[src/rtl/dss_pkg.sv]
package dss_pkg;
  typedef enum logic [1:0] {
    ST_IDLE  = 2'd0,
    ST_SHIFT = 2'd1,
    ST_GAP   = 2'd2
  } dss_state_e;
endpackage

[src/rtl/dss_sync.sv]
module dss_sync #(
  parameter int W      = 2,
  parameter int STAGES = 2
) (
  input  logic         clk_i,
  input  logic         rst_ni,
  input  logic [W-1:0] d_i,
  output logic [W-1:0] q_o
);
  logic [STAGES-1:0][W-1:0] stg_q;

  always_ff @(posedge clk_i or negedge rst_ni) begin
    if (!rst_ni) begin
      stg_q <= '0;
    end else begin
      for (int k = STAGES - 1; k > 0; k--) stg_q[k] <= stg_q[k-1];
      stg_q[0] <= d_i;
    end
  end

  assign q_o = stg_q[STAGES-1];
endmodule

[src/rtl/dss_resp_hold.sv]
module dss_resp_hold #(
  parameter int FRAME_W = 17
) (
  input  logic               clk_i,
  input  logic               rst_ni,
  input  logic               valid_i,
  input  logic [FRAME_W-1:0] frame_i,
  output logic               ready_o,
  output logic               pend_o,
  output logic [FRAME_W-1:0] frame_o,
  input  logic               take_i
);
  logic               full_q;
  logic [FRAME_W-1:0] hold_q;

  assign ready_o = !full_q;
  assign pend_o  = full_q;
  assign frame_o = hold_q;

  always_ff @(posedge clk_i or negedge rst_ni) begin
    if (!rst_ni) begin
      full_q <= 1'b0;
      hold_q <= '0;
    end else if (take_i) begin
      full_q <= 1'b0;
    end else if (valid_i && !full_q) begin
      full_q <= 1'b1;
      hold_q <= frame_i;
    end
  end

  AST_TAKE_NEEDS_PEND: assert property (@(posedge clk_i) disable iff (!rst_ni)
    take_i |-> full_q);
  AST_PEND_KEPT: assert property (@(posedge clk_i) disable iff (!rst_ni)
    (full_q && !take_i) |=> (full_q && $stable(hold_q)));
endmodule

[src/rtl/dss_shifter.sv]
module dss_shifter
  import dss_pkg::*;
#(
  parameter int               FRAME_W    = 17,
  parameter int               GAP_CYC    = 32,
  parameter logic [FRAME_W-1:0] IDLE_FRAME = '0
) (
  input  logic               clk_i,
  input  logic               rst_ni,
  input  logic               sclk_s_i,
  input  logic               sdi_s_i,
  input  logic               pend_i,
  input  logic [FRAME_W-1:0] pend_frame_i,
  output logic               take_o,
  output logic [FRAME_W-1:0] rx_frame_o,
  output logic               rx_valid_o,
  output logic               sdo_o
);
  localparam int CNT_W = $clog2(FRAME_W);
  localparam int GAP_W = $clog2(GAP_CYC + 1);

  dss_state_e         state_q;
  logic [CNT_W-1:0]   cnt_q;
  logic [GAP_W-1:0]   gap_q;
  logic [FRAME_W-1:0] rx_sr_q;
  logic [FRAME_W-1:0] tx_sr_q;
  logic               sclk_prev_q;
  logic               rx_valid_q;
  logic               sdo_q;

  logic rise, accept, last_bit;

  // rising edge only after a low sample
  assign rise     = sclk_s_i && !sclk_prev_q;
  assign accept   = rise && (state_q != ST_GAP);
  assign last_bit = accept && (cnt_q == CNT_W'(FRAME_W - 1));
  assign take_o   = (state_q == ST_IDLE) && !accept && pend_i;

  always_ff @(posedge clk_i or negedge rst_ni) begin
    if (!rst_ni) sclk_prev_q <= 1'b0;
    else         sclk_prev_q <= sclk_s_i;
  end

  always_ff @(posedge clk_i or negedge rst_ni) begin
    if (!rst_ni) begin
      state_q    <= ST_IDLE;
      cnt_q      <= '0;
      gap_q      <= '0;
      rx_sr_q    <= '0;
      tx_sr_q    <= IDLE_FRAME;
      rx_valid_q <= 1'b0;
    end else begin
      rx_valid_q <= 1'b0;
      unique case (state_q)
        ST_IDLE, ST_SHIFT: begin
          if (accept) begin
            rx_sr_q <= {rx_sr_q[FRAME_W-2:0], sdi_s_i};
            if (last_bit) begin
              rx_valid_q <= 1'b1;
              tx_sr_q    <= IDLE_FRAME;
              cnt_q      <= '0;
              gap_q      <= GAP_W'(GAP_CYC);
              state_q    <= ST_GAP;
            end else begin
              tx_sr_q <= {tx_sr_q[FRAME_W-2:0], 1'b0};
              cnt_q   <= cnt_q + 1'b1;
              state_q <= ST_SHIFT;
            end
          end else if (take_o) begin
            tx_sr_q <= pend_frame_i;
          end
        end
        ST_GAP: begin
          gap_q <= gap_q - 1'b1;
          if (gap_q == GAP_W'(1)) state_q <= ST_IDLE;
        end
        default: state_q <= ST_IDLE;
      endcase
    end
  end

  // output follows the state change by one clock
  always_ff @(posedge clk_i or negedge rst_ni) begin
    if (!rst_ni) sdo_q <= 1'b0;
    else         sdo_q <= tx_sr_q[FRAME_W-1];
  end

  assign rx_frame_o = rx_sr_q;
  assign rx_valid_o = rx_valid_q;
  assign sdo_o      = sdo_q;

  AST_RX_ONE_CYCLE: assert property (@(posedge clk_i) disable iff (!rst_ni)
    rx_valid_q |=> !rx_valid_q);
  AST_CNT_BOUND: assert property (@(posedge clk_i) disable iff (!rst_ni)
    cnt_q < CNT_W'(FRAME_W));
  AST_GAP_FROZEN: assert property (@(posedge clk_i) disable iff (!rst_ni)
    (state_q == ST_GAP) |=> ($stable(rx_sr_q) && cnt_q == '0));
  AST_MIDFRAME_TX_HELD: assert property (@(posedge clk_i) disable iff (!rst_ni)
    (state_q == ST_SHIFT && !accept) |=> $stable(tx_sr_q));
  AST_GAP_AFTER_DONE: assert property (@(posedge clk_i) disable iff (!rst_ni)
    rx_valid_q |-> (state_q == ST_GAP));
endmodule

[src/rtl/dbg_serial_slave.sv]
module dbg_serial_slave #(
  parameter int   WORD_W      = 16,
  parameter int   SYNC_STAGES = 2,
  parameter int   GAP_CYC     = 32,
  parameter bit   STAT_FIRST  = 1'b1,
  parameter logic NOT_READY   = 1'b1
) (
  input  logic              clk_i,
  input  logic              rst_ni,
  input  logic              sclk_i,
  input  logic              sdi_i,
  output logic              sdo_o,
  output logic              rx_valid_o,
  output logic              rx_ctrl_o,
  output logic [WORD_W-1:0] rx_word_o,
  input  logic              rsp_valid_i,
  output logic              rsp_ready_o,
  input  logic              rsp_stat_i,
  input  logic [WORD_W-1:0] rsp_word_i
);
  localparam int FRAME_W = WORD_W + 1;
  localparam logic [FRAME_W-1:0] IDLE_FRAME =
    STAT_FIRST ? {NOT_READY, {WORD_W{1'b0}}} : {{WORD_W{1'b0}}, NOT_READY};

  logic [1:0]         sync_q;
  logic [FRAME_W-1:0] rsp_frame, pend_frame, rx_frame;
  logic               pend, take;

  dss_sync #(.W(2), .STAGES(SYNC_STAGES)) u_sync (
    .clk_i (clk_i),
    .rst_ni(rst_ni),
    .d_i   ({sclk_i, sdi_i}),
    .q_o   (sync_q)
  );

  generate
    if (STAT_FIRST) begin : g_stat_msb
      assign rsp_frame = {rsp_stat_i, rsp_word_i};
      assign rx_ctrl_o = rx_frame[FRAME_W-1];
      assign rx_word_o = rx_frame[WORD_W-1:0];
    end else begin : g_stat_lsb
      assign rsp_frame = {rsp_word_i, rsp_stat_i};
      assign rx_ctrl_o = rx_frame[0];
      assign rx_word_o = rx_frame[FRAME_W-1:1];
    end
  endgenerate

  dss_resp_hold #(.FRAME_W(FRAME_W)) u_hold (
    .clk_i  (clk_i),
    .rst_ni (rst_ni),
    .valid_i(rsp_valid_i),
    .frame_i(rsp_frame),
    .ready_o(rsp_ready_o),
    .pend_o (pend),
    .frame_o(pend_frame),
    .take_i (take)
  );

  dss_shifter #(
    .FRAME_W   (FRAME_W),
    .GAP_CYC   (GAP_CYC),
    .IDLE_FRAME(IDLE_FRAME)
  ) u_shift (
    .clk_i       (clk_i),
    .rst_ni      (rst_ni),
    .sclk_s_i    (sync_q[1]),
    .sdi_s_i     (sync_q[0]),
    .pend_i      (pend),
    .pend_frame_i(pend_frame),
    .take_o      (take),
    .rx_frame_o  (rx_frame),
    .rx_valid_o  (rx_valid_o),
    .sdo_o       (sdo_o)
  );

  AST_READY_WHEN_EMPTY: assert property (@(posedge clk_i) disable iff (!rst_ni)
    take |=> rsp_ready_o);
endmodule

[config.mk]
export PLATFORM = sky130hd
export DESIGN_NAME = dbg_serial_slave
export DESIGN_NICKNAME = d
export VERILOG_FILES = /design/src/rtl/dss_pkg.sv /design/src/rtl/dss_sync.sv /design/src/rtl/dss_resp_hold.sv /design/src/rtl/dss_shifter.sv /design/src/rtl/dbg_serial_slave.sv
export SDC_FILE = /design/constraint.sdc
export NUM_CORES = 1
export LEC_CHECK = 0
export BUFFER_PORTS_ARGS = -buffer_cell sky130_fd_sc_hd__clkbuf_2
export CAP_MARGIN = 20
export CORE_UTILIZATION = 55
export DETAILED_ROUTE_END_ITERATION = 8
export GPL_ROUTABILITY_DRIVEN = 0
export MAX_ROUTING_LAYER = met4
export PLACE_DENSITY = 0.79
export SKIP_CTS_REPAIR_TIMING = 1
export SYNTH_ARGS = -nofsm -noshare
export SYNTH_HDL_FRONTEND = slang
export SYNTH_SLANG_ARGS = --single-unit
[constraint.sdc]
create_clock -name clk_i -period 3.4 [get_ports clk_i]
set_clock_uncertainty 0.1 [all_clocks]
set_input_delay 0.68 -clock clk_i [delete_from_list [all_inputs] [get_ports clk_i]]
set_output_delay 0.68 -clock clk_i [all_outputs]
set_load 0.05 [all_outputs]
# --- Yosys cells after proc, flatten, opt, wreduce, memory -nomap -nowiden ---
# Index checks and enable logic that the tools add are counted.
word_totals:
  register_bits: 72
  inputBits: 22
  output_inout_bits: 20
op_classes:
  add_sub_neg: 2
  eq_ne: 8
  muxes: 16
  bitwise_logic: 1
  n_reduce_logical: 19
ops:
  columns: ["op", "count"]
  rows:
  - ["2-to-1 mux 17 bit", 3]
  - ["2-to-1 mux 6 bit", 2]
  - ["case mux 6 bit (2 select lines)", 1]
  - ["AND reduction 2 bit", 4]
  - ["== test 6 x 1 -> 1 bit, second input constant", 1]
  - ["logical AND 1 bit", 6]
  - ["2-to-1 mux 2 bit", 3]
  - ["!= test 2 x 1 -> 1 bit, second input constant", 3]
  - ["nonzero test 2 bit", 3]
  - ["subtractor 6 x 1 -> 6 bit, second input constant", 1]
  - ["adder 5 x 1 -> 5 bit, second input constant", 1]
  - ["== test 5 bit, second input constant", 1]
  - ["2-to-1 mux 1 bit", 5]
  - ["2-to-1 mux 5 bit", 1]
  - ["case mux 2 bit (2 select lines)", 1]
  - ["logical NOT 1 bit", 3]
  - ["AND reduction 3 bit", 1]
  - ["== test 2 x 1 -> 1 bit, second input constant", 1]
  - ["== test 2 bit, second input constant", 1]
  - ["logical NOT 2 bit", 1]
  - ["!= test 2 bit, second input constant", 1]
  - ["OR reduction 2 bit", 1]
  - ["inverter 1 bit", 1]

# --- Longest topological paths before layout ---
# Gate-level depths: netlist of run 1.
logic_depth:
  depth_word: 8
  mapped_depth: 7
  ltp_nobuf: 7

# --- Hierarchy ---
# Synthesis of run 1 repeated with hierarchy kept, for this count alone.
hier_totals:
  hier_cells: 270
  hier_area_um2: 3079.2
modules_own_cells:
  columns: ["mod", "instances", "cells_each", "area_each_um2", "seq_area_each_um2"]
  rows:
  - ["dss_shifter", 1, 224, 2277.2, 1252.5]
  - ["dss_resp_hold", 1, 40, 686.9, 450.4]
  - ["dss_sync", 1, 6, 115.1, 100.1]

# --- Least setup slack after synthesis of run 1 ---
# OpenSTA, ideal clock, no wires.
synth_timing:
  kind: "in2reg"
  startpoint: "input port rsp_valid_i"
  endpoint: "register u_hold.hold_q[10], in the netlist u_hold.frame_o[10]"
  setup_ns: 0.125
  arrival_ns: 1.526
  path_slack_ns: 1.649
  stages: 4
  n_path_buf: 2
  path_cell_list: "nor2b_1 buf_2 buf_2 mux2_2"
synth_via:
  elab_chain_cells: 2
synth_lines:
  columns: ["element", "line", "source"]
  rows:
  - ["from (decl)", "dbg_serial_slave.sv:16", "input logic rsp_valid_i,"]
  - ["logical AND 1 bit", "dss_resp_hold.sv:26", "end else if (valid_i && !full_q) begin"]
  - ["AND reduction 2 bit (no line)", null, null]
  - ["to (signal assigned)", "dss_resp_hold.sv:28", "hold_q <= frame_i;"]
  - ["to (decl)", "dss_resp_hold.sv:14", "logic [FRAME_W-1:0] hold_q;"]
# Every way passes these cells.
# A chain may end at the register's enable or synchronous reset.

# --- Worst setup path after layout of run 1 ---
layout_timing:
  startpoint: "register u_shift.cnt_q[0]"
  endpoint: "register u_shift.tx_sr_q[5]"
layout_via:
  elab_chain_cells: 4
layout_lines:
  columns: ["element", "line", "source"]
  rows:
  - ["from (decl)", "dss_shifter.sv:23", "logic [CNT_W-1:0] cnt_q;"]
  - ["from (signal assigned)", "dss_shifter.sv:66", "cnt_q <= cnt_q + 1'b1;"]
  - ["== test 5 bit", "dss_shifter.sv:36", "assign last_bit = accept && (cnt_q == CNT_W'(FRAME_W - 1));"]
  - ["logical AND 1 bit", "dss_shifter.sv:36", null]
  - ["2-to-1 mux 17 bit", "dss_shifter.sv:58", "if (last_bit) begin"]
  - ["2-to-1 mux 17 bit", "dss_shifter.sv:56", "if (accept) begin"]
  - ["to (signal assigned)", "dss_shifter.sv:65", "tx_sr_q <= {tx_sr_q[FRAME_W-2:0], 1'b0};"]
  - ["to (signal assigned)", "dss_shifter.sv:70", "tx_sr_q <= pend_frame_i;"]
  - ["to (decl)", "dss_shifter.sv:26", "logic [FRAME_W-1:0] tx_sr_q;"]
# Every way passes these cells.

==> impl_metrics.yaml, run 1 <==
synthesis:
  synth_seq_area_share: 0.598
  synth_top_area_frac: 0.589
  syn_area_um2: 3020
  yosys-top-cells-area: "dfrtp_1 (59%), mux2_2 (9.0%), a22oi_2 (4.1%), mux2_1 (3.7%), a21oi_2 (3.2%)"
  synthArstFlopShare: 1.00
  postSynthCellCount: 229
  synth_flop_cell: "dfrtp_1"
  syn_avg_cell_area_um2: 13.2
  synth_area_leader_cell: "dfrtp_1"
  synth_edf_count: 0
  ys_types: 43
  ys_ff_latch: 72
  yosysWarnings: 0
  syn-num-nets: 255
outcome:
  status: "finished, final reports clean"
sta:
  tns_ns: 0
  fin_crit_sh: 0.608
  maxSlewViolCount: 0
  hold_viol: 0
  max_freq_ghz: 0.484
  min_period_ns: 2.07
  finalSetupViolCount: 0
  tightest_slew_ns: 0.764
  maxSlewHeadroom: 0.489
  rsz0062_at_grt: "no"
clock_network:
  htreeDepth: 3
  cts_tree: "built"
  cts.clk_slew.worst_paths_ns: 0.07
  cts_made_buffers: 9
  clockBufferDepth: 2
  clock_latency_ns: 0.34
  cts.sinks: 72
  cts-root-buf: "clkbuf_8"
layout:
  antenna_cells: 0
  area_growth_pct: 15.3
  utilization: 0.668
  final_layout_size_suffix_gt1_frac: 0.393
  seq_area_um2: 1800
  fill_cells: 405
  nets: 301
  multi_input_area_um2: 1120
die:
  io_pins: 42
  rows: 26
  design.core.area_um2: 5200
  design.die.area_um2: 5780
  dieWidth_um: 76.0
  start_util: 0.579
  die_y_um: 76.0
min_path:
  min-delay-start: "u_sync.stg_q[0]"
  hold_path_end: "u_sync.q_o[0]"
  whs_path_depth: 0
  hold_path_class: "reg -> reg"
critical_path:
  r2r_slack_ns: 1.33
  rr_endpoint: "u_shift.tx_sr_q[5]"
  critical_path_class: "reg -> reg"
  worstSetupEndpointType: "flip-flop"
  arrival_ns: 2.23
  worstRegToRegCells: 6
  r2r_start: "u_shift.cnt_q[0]"
  cp-start-kind: "flip-flop"
  worstPathMaxFanout: 15
  crit_required_ns: 3.57
power_and_ir_drop:
  power_density_nw_per_um2: 807
  ir_drop_mv: 0.755
  power_mw: 2.81
  p_leak_nw: 1.56
detailed_routing:
  drt_first_pass_iters: 4
  wl_per_cell_um: 14.3
  vias_per_cell: 5.41
  vias: 1895
  drtAntennaViolNets: 0
  first_iter_violations: 120
  drc: 0
  wl_um: 5000
global_route:
  globalRouteOverflowTotal: 0
  grt_util_all_layers: 0.205
  grt_pass1_wl_um: 8960
  grt_pass1_vias: 1940
  grt_start_max_net_pins: 42
  grt_antenna_before_repair: 0
placed_design:
  dp_hpwl_um: 3330
  io_buffers: 41
flow_run:
  drv_cap: 0
through the flow:
step | worst slack, ns | cell area [um2] | instances | hold WS [ns]
CTS | 1.32 | 3480 | 350 | 0.270
detailed placement | 1.31 | 3290 | 334 | 0.253
global route | 1.15 | 3480 | 350 | 0.272
global placement | 1.40 | 3290 | 334 | 0.233
finish | 1.33 | 3480 | 350 | 0.266
floorplan | 1.65 | 3020 | 229 | 0.231
worst max path at each step:
stage / slack, ns / start / endpoint / depth (start not counted)
after floorplan: 1.65 / rsp_valid_i / u_hold.frame_o[10] / 4
after global placement: 1.40 / u_shift.cnt_q[0] / u_shift.tx_sr_q[2] / 6
after detailed placement: 1.31 / u_shift.cnt_q[0] / u_shift.tx_sr_q[4] / 6
after CTS: 1.32 / u_shift.cnt_q[0] / u_shift.tx_sr_q[5] / 6
after global routing: 1.15 / u_shift.cnt_q[0] / u_shift.tx_sr_q[5] / 6
final: 1.33 / u_shift.cnt_q[0] / u_shift.tx_sr_q[5] / 6
layout make-up:
| cell class | instances | share of cell area |
|---|---|---|
| clock buffers | 13 | 0.0486 |
| flip-flops and latches | 72 | 0.519 |
| multi-input cells | 139 | 0.323 |
| repair buffers | 45 | 0.0712 |
| clock inverters | 3 | 0.00432 |
| inverters | 8 | 0.00864 |
| well taps | 70 | 0.0252 |
synthesized netlist by cell type, types with 2 or more instances:
cell type and count:
dfrtp_1 71, mux2_2 24, nor2_1 18, a21oi_2 11, a22oi_2 10, mux2_1 10
a21oi_1 7, buf_2 7, inv_1 7, nand3_1 6, o21ai_0 6, a22oi_1 5
nand2_1 5, nor3_1 5, ha_1 4, nand2b_1 3, nor2b_1 2, o21ai_1 2
o22ai_1 2
report_power, final:
group / switching [mW] / internal (mW) / leakage (nW)
clock network: 0.295 / 0.321 / 0.0992
logic: 0.524 / 0.330 / 0.593
registers: 0.198 / 1.14 / 0.864
worst max-delay path, stage by stage (launching register included):
cell and delay (ns):
dfrtp_1 0.37, inv_1 0.08, ha_1 0.22, and4bb_4 0.24, nor3_4 0.66, a22oi_1 0.15
a21oi_1 0.18
state kept, by name, indices dropped and copies added (netlist names):
name / count
u_hold.frame_o: 17
u_shift.rx_frame_o: 17
u_shift.tx_sr_q: 17
u_shift.gap_q: 6
u_shift.cnt_q: 5
u_shift.state_q: 2
u_sync.q_o: 2
u_sync.stg_q: 2
u_hold.pend_o: 1
u_shift.rx_valid_o: 1
u_shift.sclk_prev_q: 1
u_shift.sdo_o: 1
logic make-up after synthesis:
logic type | Yosys count | share of synthesized area
DFF | 72 | 0.598
and+or+nand+nor | 51 | 0.0963
AOI/OAI and AO/OA | 49 | 0.130
muxes | 34 | 0.127
buffers and inverters | 18 | 0.0290
adders and majority gates | 4 | 0.0166
xor gates and xnor gates | 1 | 0.00291
per-layer routing:
layer  up-vias  global-route usage  wire length (um)  part of all wire
met5         -                   -                 0                 0
met1       942               0.265              2380              0.48
met2        33               0.301              2360              0.47
met4         0               0.113                70             0.014
met3         9              0.0503               186             0.037
li1        911                   -                 -                 -
placed cells by master, fill, tap and decap left out, types with 2 or more instances in the layout:
master,instances
nand3_1,6
dfrtp_1,71
nor3_1,5
clkbuf_2,40
a22oi_1,5
o22ai_1,2
ha_1,4
clkinv_2,3
o21ai_0,6
mux2_2,24
a21oi_1,7
buf_4,3
nand2b_1,3
a22oi_2,10
clkbuf_8,12
inv_1,7
o21ai_1,2
nand2_1,5
nor2b_1,2
nor2_1,18
a21oi_2,11
mux2_1,10
(Power assumes the default switching activity.)
==> run 2, diff against run 1 <==
- CORE_UTILIZATION: 55 -> 51
- PLACE_DENSITY: 0.79 -> 0.77
- clock period: 3.4 -> 1.8 ns (I/O delays scaled with it)
==> run 2 against run 1 <==
Core utilization decreased by 2.4 points. Worst setup slack worse by 1.2 ns. Count of clock-buffer cells in the layout decreased by 3. Via count rose by 1.3%. Highest routed layer unchanged. Flip-flop and latch count did not move. Largest cell class unchanged. Critical path type unchanged. Critical endpoint is now u_shift.tx_sr_q[11].
==> impl_metrics.yaml, run 2 (synthesis gave the netlist of run 1 again) <==
critical_path:
  cp_num_buf_inv: 2
  path_cells: "inv_1 > ha_2 > and4bb_4 > nor3_4 > buf_4 > a22oi_2 > a21oi_2"
  slowest_stage: "dfrtp_1"
  worstRegToRegCells: 7
  worstPathMaxFanout: 7
  cp_num_cells: 7
  cp_top_family: "simple AND/OR/NAND/NOR gates"
  cp-start-kind: "flip-flop"
  arrival_ns: 1.87
  max_stage_delay_ns: 0.38
  crit_required_ns: 1.97
  worstSetupEndpointType: "flip-flop"
  critical_path_class: "reg -> reg"
die:
  io_pins: 42
  design.die.area_um2: 6220
  design.core.area_um2: 5610
  rows: 27
  dieWidth_um: 78.9
  die_y_um: 78.9
  start_util: 0.538
detailed_routing:
  wl_um: 5000
  vias: 1919
  vias_per_cell: 5.36
  drt_first_pass_iters: 4
  wl_per_cell_um: 14.0
  drtAntennaViolNets: 0
  first_iter_violations: 100
  drc: 0
clock_network:
  cts-root-buf: "clkbuf_8"
  clock_latency_ns: 0.34
  clockBufferDepth: 2
  htreeDepth: 3
  cts_tree: "built"
  cts_made_buffers: 9
  cts.clk_slew.worst_paths_ns: 0.07
  cts.sinks: 72
layout:
  fin_cells: 358
  nets: 308
  layout_commonest_cell: "dfrtp_1"
  antenna_cells: 0
  fill_cells: 465
  final_layout_size_suffix_gt1_frac: 0.409
  area_growth_pct: 19.8
  final_cell_mix: "dfrtp_1 (71), clkbuf_2 (40), mux2_2 (24)"
sta:
  max_freq_ghz: 0.587
  hold_viol: 0
  fin_crit_sh: 0.946
  finalSetupViolCount: 0
  tns_ns: 0
  maxSlewViolCount: 0
  rsz0062_at_grt: "no"
  maxSlewHeadroom: 0.681
  tightest_slew_ns: 0.478
  min_period_ns: 1.70
global_route:
  grt_pass1_vias: 1835
  grt_util_all_layers: 0.185
  grt_start_max_net_pins: 40
  globalRouteOverflowTotal: 0
  grt_antenna_before_repair: 0
  grt_pass1_wl_um: 8480
outcome:
  status: "finished, final reports clean"
power_and_ir_drop:
  p_sw_frac: 0.342
  p_switching_mw: 1.95
  clockPowerShare: 0.269
  p_int_mw: 3.74
  ir_drop_mv: 1.23
  p_leak_nw: 1.61
  combinationalPowerShare: 0.287
  power_density_nw_per_um2: 1570
  seqPwrFrac: 0.444
flow_run:
  drv_cap: 0
placed_design:
  dp_cells: 341
  io_buffers: 41
  dp_hpwl_um: 3320
min_path:
  hold_path_class: "in -> reg"
  whs_path_depth: 1
## run 2: cell types whose count changed in the layout (fill, tap and decap cells not counted)
cell / change
buf_4: +4
bufinv_16: +3
clkinv_2: -3
clkbuf_8: -2
clkinvlp_4: +2
buf_12: +1
buf_6: +1
clkbuf_1: -1
dlygate4sd3_1: +1
ha_1: -1
ha_2: +1
## run 2: power by group through the flow
stage / logic, mW / clock network, mW / registers [mW]
6_report: 1.63 / 1.53 / 2.53
5_1_grt: 1.75 / 1.64 / 2.60
3_5_place_dp: 1.63 / 0 / 2.56
4_1_cts: 1.64 / 1.56 / 2.53
2_1_floorplan: 0.740 / 0 / 3.02
3_3_place_gp: 1.59 / 0 / 2.53
## run 2: layout make-up
class                      instances  area (um2)  area share
sequential                        72        1800       0.499
multi-input combinational        139        1130       0.312
timing repair buffer              52         319      0.0883
clock buffer                      10         138      0.0381
clock inverter                     5         105      0.0291
tap                               72        90.1      0.0249
inverter                           8        30.0     0.00831
## run 2: worst register-to-register path, cell delays in order, from the launching register on
cell and delay [ns]:
dfrtp_1 0.38, inv_1 0.09, ha_2 0.20, and4bb_4 0.23, nor3_4 0.20, buf_4 0.21, a22oi_2 0.08, a21oi_2 0.15
## run 2: stage by stage
step	utilization	area [um2]	power (mW)	setup slack, ns	hold slack (ns)
after floorplan	-	3020	3.76	0.156	-0.0356
after global placement	0.597	3350	4.13	0.159	0.232
after detailed placement	0.597	3350	4.19	0.0372	0.244
after CTS	0.640	3590	5.74	0.0269	-0.0423
after global routing	0.644	3610	5.99	0.0117	0.00864
final	0.644	3610	5.69	0.0974	0.0240
## run 2: metal layers
metal	part of all wire	GRT usage	wire (um)	vias to the layer above
li1	-	-	-	922
met5	0	-	0	-
met4	0.017	0.0909	85	0
met2	0.47	0.263	2340	35
met3	0.030	0.0460	149	9
met1	0.48	0.250	2420	953
## run 2: worst paths after layout
kind                                  start  slack, ns             endpoint
max                        u_shift.cnt_q[0]        0.1  u_shift.tx_sr_q[11]
min                                  sclk_i       0.02      u_sync.stg_q[1]
max reg2reg                u_shift.cnt_q[0]        0.1  u_shift.tx_sr_q[11]
min reg2reg                 u_sync.stg_q[0]       0.26        u_sync.q_o[0]
max in group asynchronous            rst_ni       0.73  u_shift.tx_sr_q[14]
min in group asynchronous            rst_ni       0.51     u_shift.gap_q[1]
==> run 3, diff against run 2 <==
- REMOVE_ABC_BUFFERS: not set -> 1
==> run 3 against run 2 <==
Sequential share of layout area down 0.069 points. Worst setup slack got worse by 0.021 ns. Clock power fell by 16%. Via count increased by 0.26%. First-iteration DRC count grew 45%. Sequential power about the same. Wire length increased by 1.6%. Flip-flop and latch count stayed put. Total power is 4.0% lower. Cell count did not move. Cell area is 0.14% higher. Combinational power about the same. Largest cell class unchanged.
==> impl_metrics.yaml, run 3 (synthesis gave the netlist of run 1 again) <==
die:
  die_y_um: 78.9
  design.die.area_um2: 6220
  start_util: 0.538
  io_pins: 42
  dieWidth_um: 78.9
  design.core.area_um2: 5610
  rows: 27
detailed_routing:
  wl_per_cell_um: 14.2
  dr_wl_met3_um: 148
  drc: 0
  vias_per_cell: 5.37
  first_iter_violations: 145
  wl_um: 5080
  routedLengthMet1_um: 2340
  top_layer_used: "met4"
  drt_first_pass_iters: 4
  vias: 1924
  drtAntennaViolNets: 0
  dr_wl_met2_um: 2470
placed_design:
  dp_hpwl_um: 3210
  dp_cells: 339
  place_ws_ns: 0.0594
  io_buffers: 41
  placed_area_um2: 3370
layout:
  layout_commonest_cell: "dfrtp_1"
  final_cell_mix: "dfrtp_1 (71), clkbuf_2 (40), mux2_2 (24)"
  utilization: 0.645
  nets: 307
  stdcell_area_um2: 3620
  fin_cells: 358
  area_growth_pct: 20.0
  final_layout_size_suffix_gt1_frac: 0.406
  antenna_cells: 0
critical_path:
  path_cells: "inv_1 > ha_1 > and4bb_4 > nor3_4 > clkbuf_16 > a22oi_2 > a21oi_2"
  r2r_slack_ns: 0.08
  cp_num_buf_inv: 2
  crit_required_ns: 1.97
  critical_path_class: "reg -> reg"
  slowest_stage: "dfrtp_1"
  arrival_ns: 1.90
  worstPathMaxFanout: 7
  cp-start-kind: "flip-flop"
  worstSetupEndpointType: "flip-flop"
  max_stage_delay_ns: 0.36
  cp_top_family: "simple AND/OR/NAND/NOR gates"
power_and_ir_drop:
  power_density_nw_per_um2: 1510
  ir_drop_mv: 0.900
  power_mw: 5.46
  p_sw_frac: 0.357
  combinationalPowerShare: 0.301
  seqPwrFrac: 0.463
  p_leak_nw: 1.61
  p_int_mw: 3.51
  p_switching_mw: 1.95
  clockPowerShare: 0.236
flow_run:
  drv_cap: 0
sta:
  whs_ns: 0.0236
  setup_slack_ns: 0.0762
  maxSlewHeadroom: 0.702
  min_period_ns: 1.72
  finalSetupViolCount: 0
  maxSlewViolCount: 0
  tightest_slew_ns: 0.445
  tns_ns: 0
  max_freq_ghz: 0.580
  hold_viol: 0
  fin_crit_sh: 0.958
clock_network:
  cts_made_buffers: 9
  cts_tree: "built"
  clockBufferDepth: 2
  cts.clk_slew.worst_paths_ns: 0.07
  cts-root-buf: "clkbuf_8"
  cts.sinks: 72
  htreeDepth: 3
  clock_latency_ns: 0.34
global_route:
  grt_antenna_before_repair: 0
  grt_pass1_wl_um: 8780
  grt_start_max_net_pins: 73
  grt_util_all_layers: 0.194
  globalRouteOverflowTotal: 0
  grt_pass1_vias: 1892
outcome:
  status: "finished, final reports clean"
min_path:
  hold_path_class: "in -> reg"
run 3: cell types whose count changed in the layout (fill, tap and decap cells not counted), moves of 2 or more:
cell	delta
buf_4	-4
buf_12	+3
bufinv_16	-2
clkinv_2	+2
run 3: worst register-to-register path: cells and delay by family (launching register included):
kind	cells	cell delay, ns
AO/OA/AOI/OAI	2	0.21
AND/OR/NAND/NOR	2	0.48
buffers and inverters	2	0.29
adder cells (fa/ha/maj)	1	0.23
flip-flops	1	0.36
run 3: final timing paths:
check	startpoint	to	cells past startpoint
max in group asynchronous	rst_ni	u_shift.tx_sr_q[16]	3
max	u_shift.cnt_q[0]	u_shift.tx_sr_q[8]	7
min reg2reg	u_sync.stg_q[0]	u_sync.q_o[0]	0
min in group asynchronous	rst_ni	u_shift.rx_frame_o[16]	3
max reg2reg	u_shift.cnt_q[0]	u_shift.tx_sr_q[8]	7
min	sdi_i	u_sync.stg_q[0]	1
run 3: area by class of cell:
type	count	area, um2
fillers	449	1990
flip-flops and latches	72	1800
multi-input cells	139	1120
repair buffers	51	363
clock buffers	11	151
well taps	72	90.1
clock inverters	5	55.1
inverters	8	30.0
run 3: routing by layer:
metal  GRT usage  vias up
met1       0.238      956
met4       0.109        0
li1            -      915
met3      0.0391       12
met5           -        -
met2       0.302       41
run 3: power by group through the flow:
stage / Clock (mW) / Combinational [mW] / Sequential, mW
after detailed placement: 0 / 1.65 / 2.55
after CTS: 1.32 / 1.65 / 2.53
after global placement: 0 / 1.60 / 2.54
after global routing: 1.38 / 1.77 / 2.61
after floorplan: 0 / 0.730 / 3.02
final: 1.29 / 1.65 / 2.53
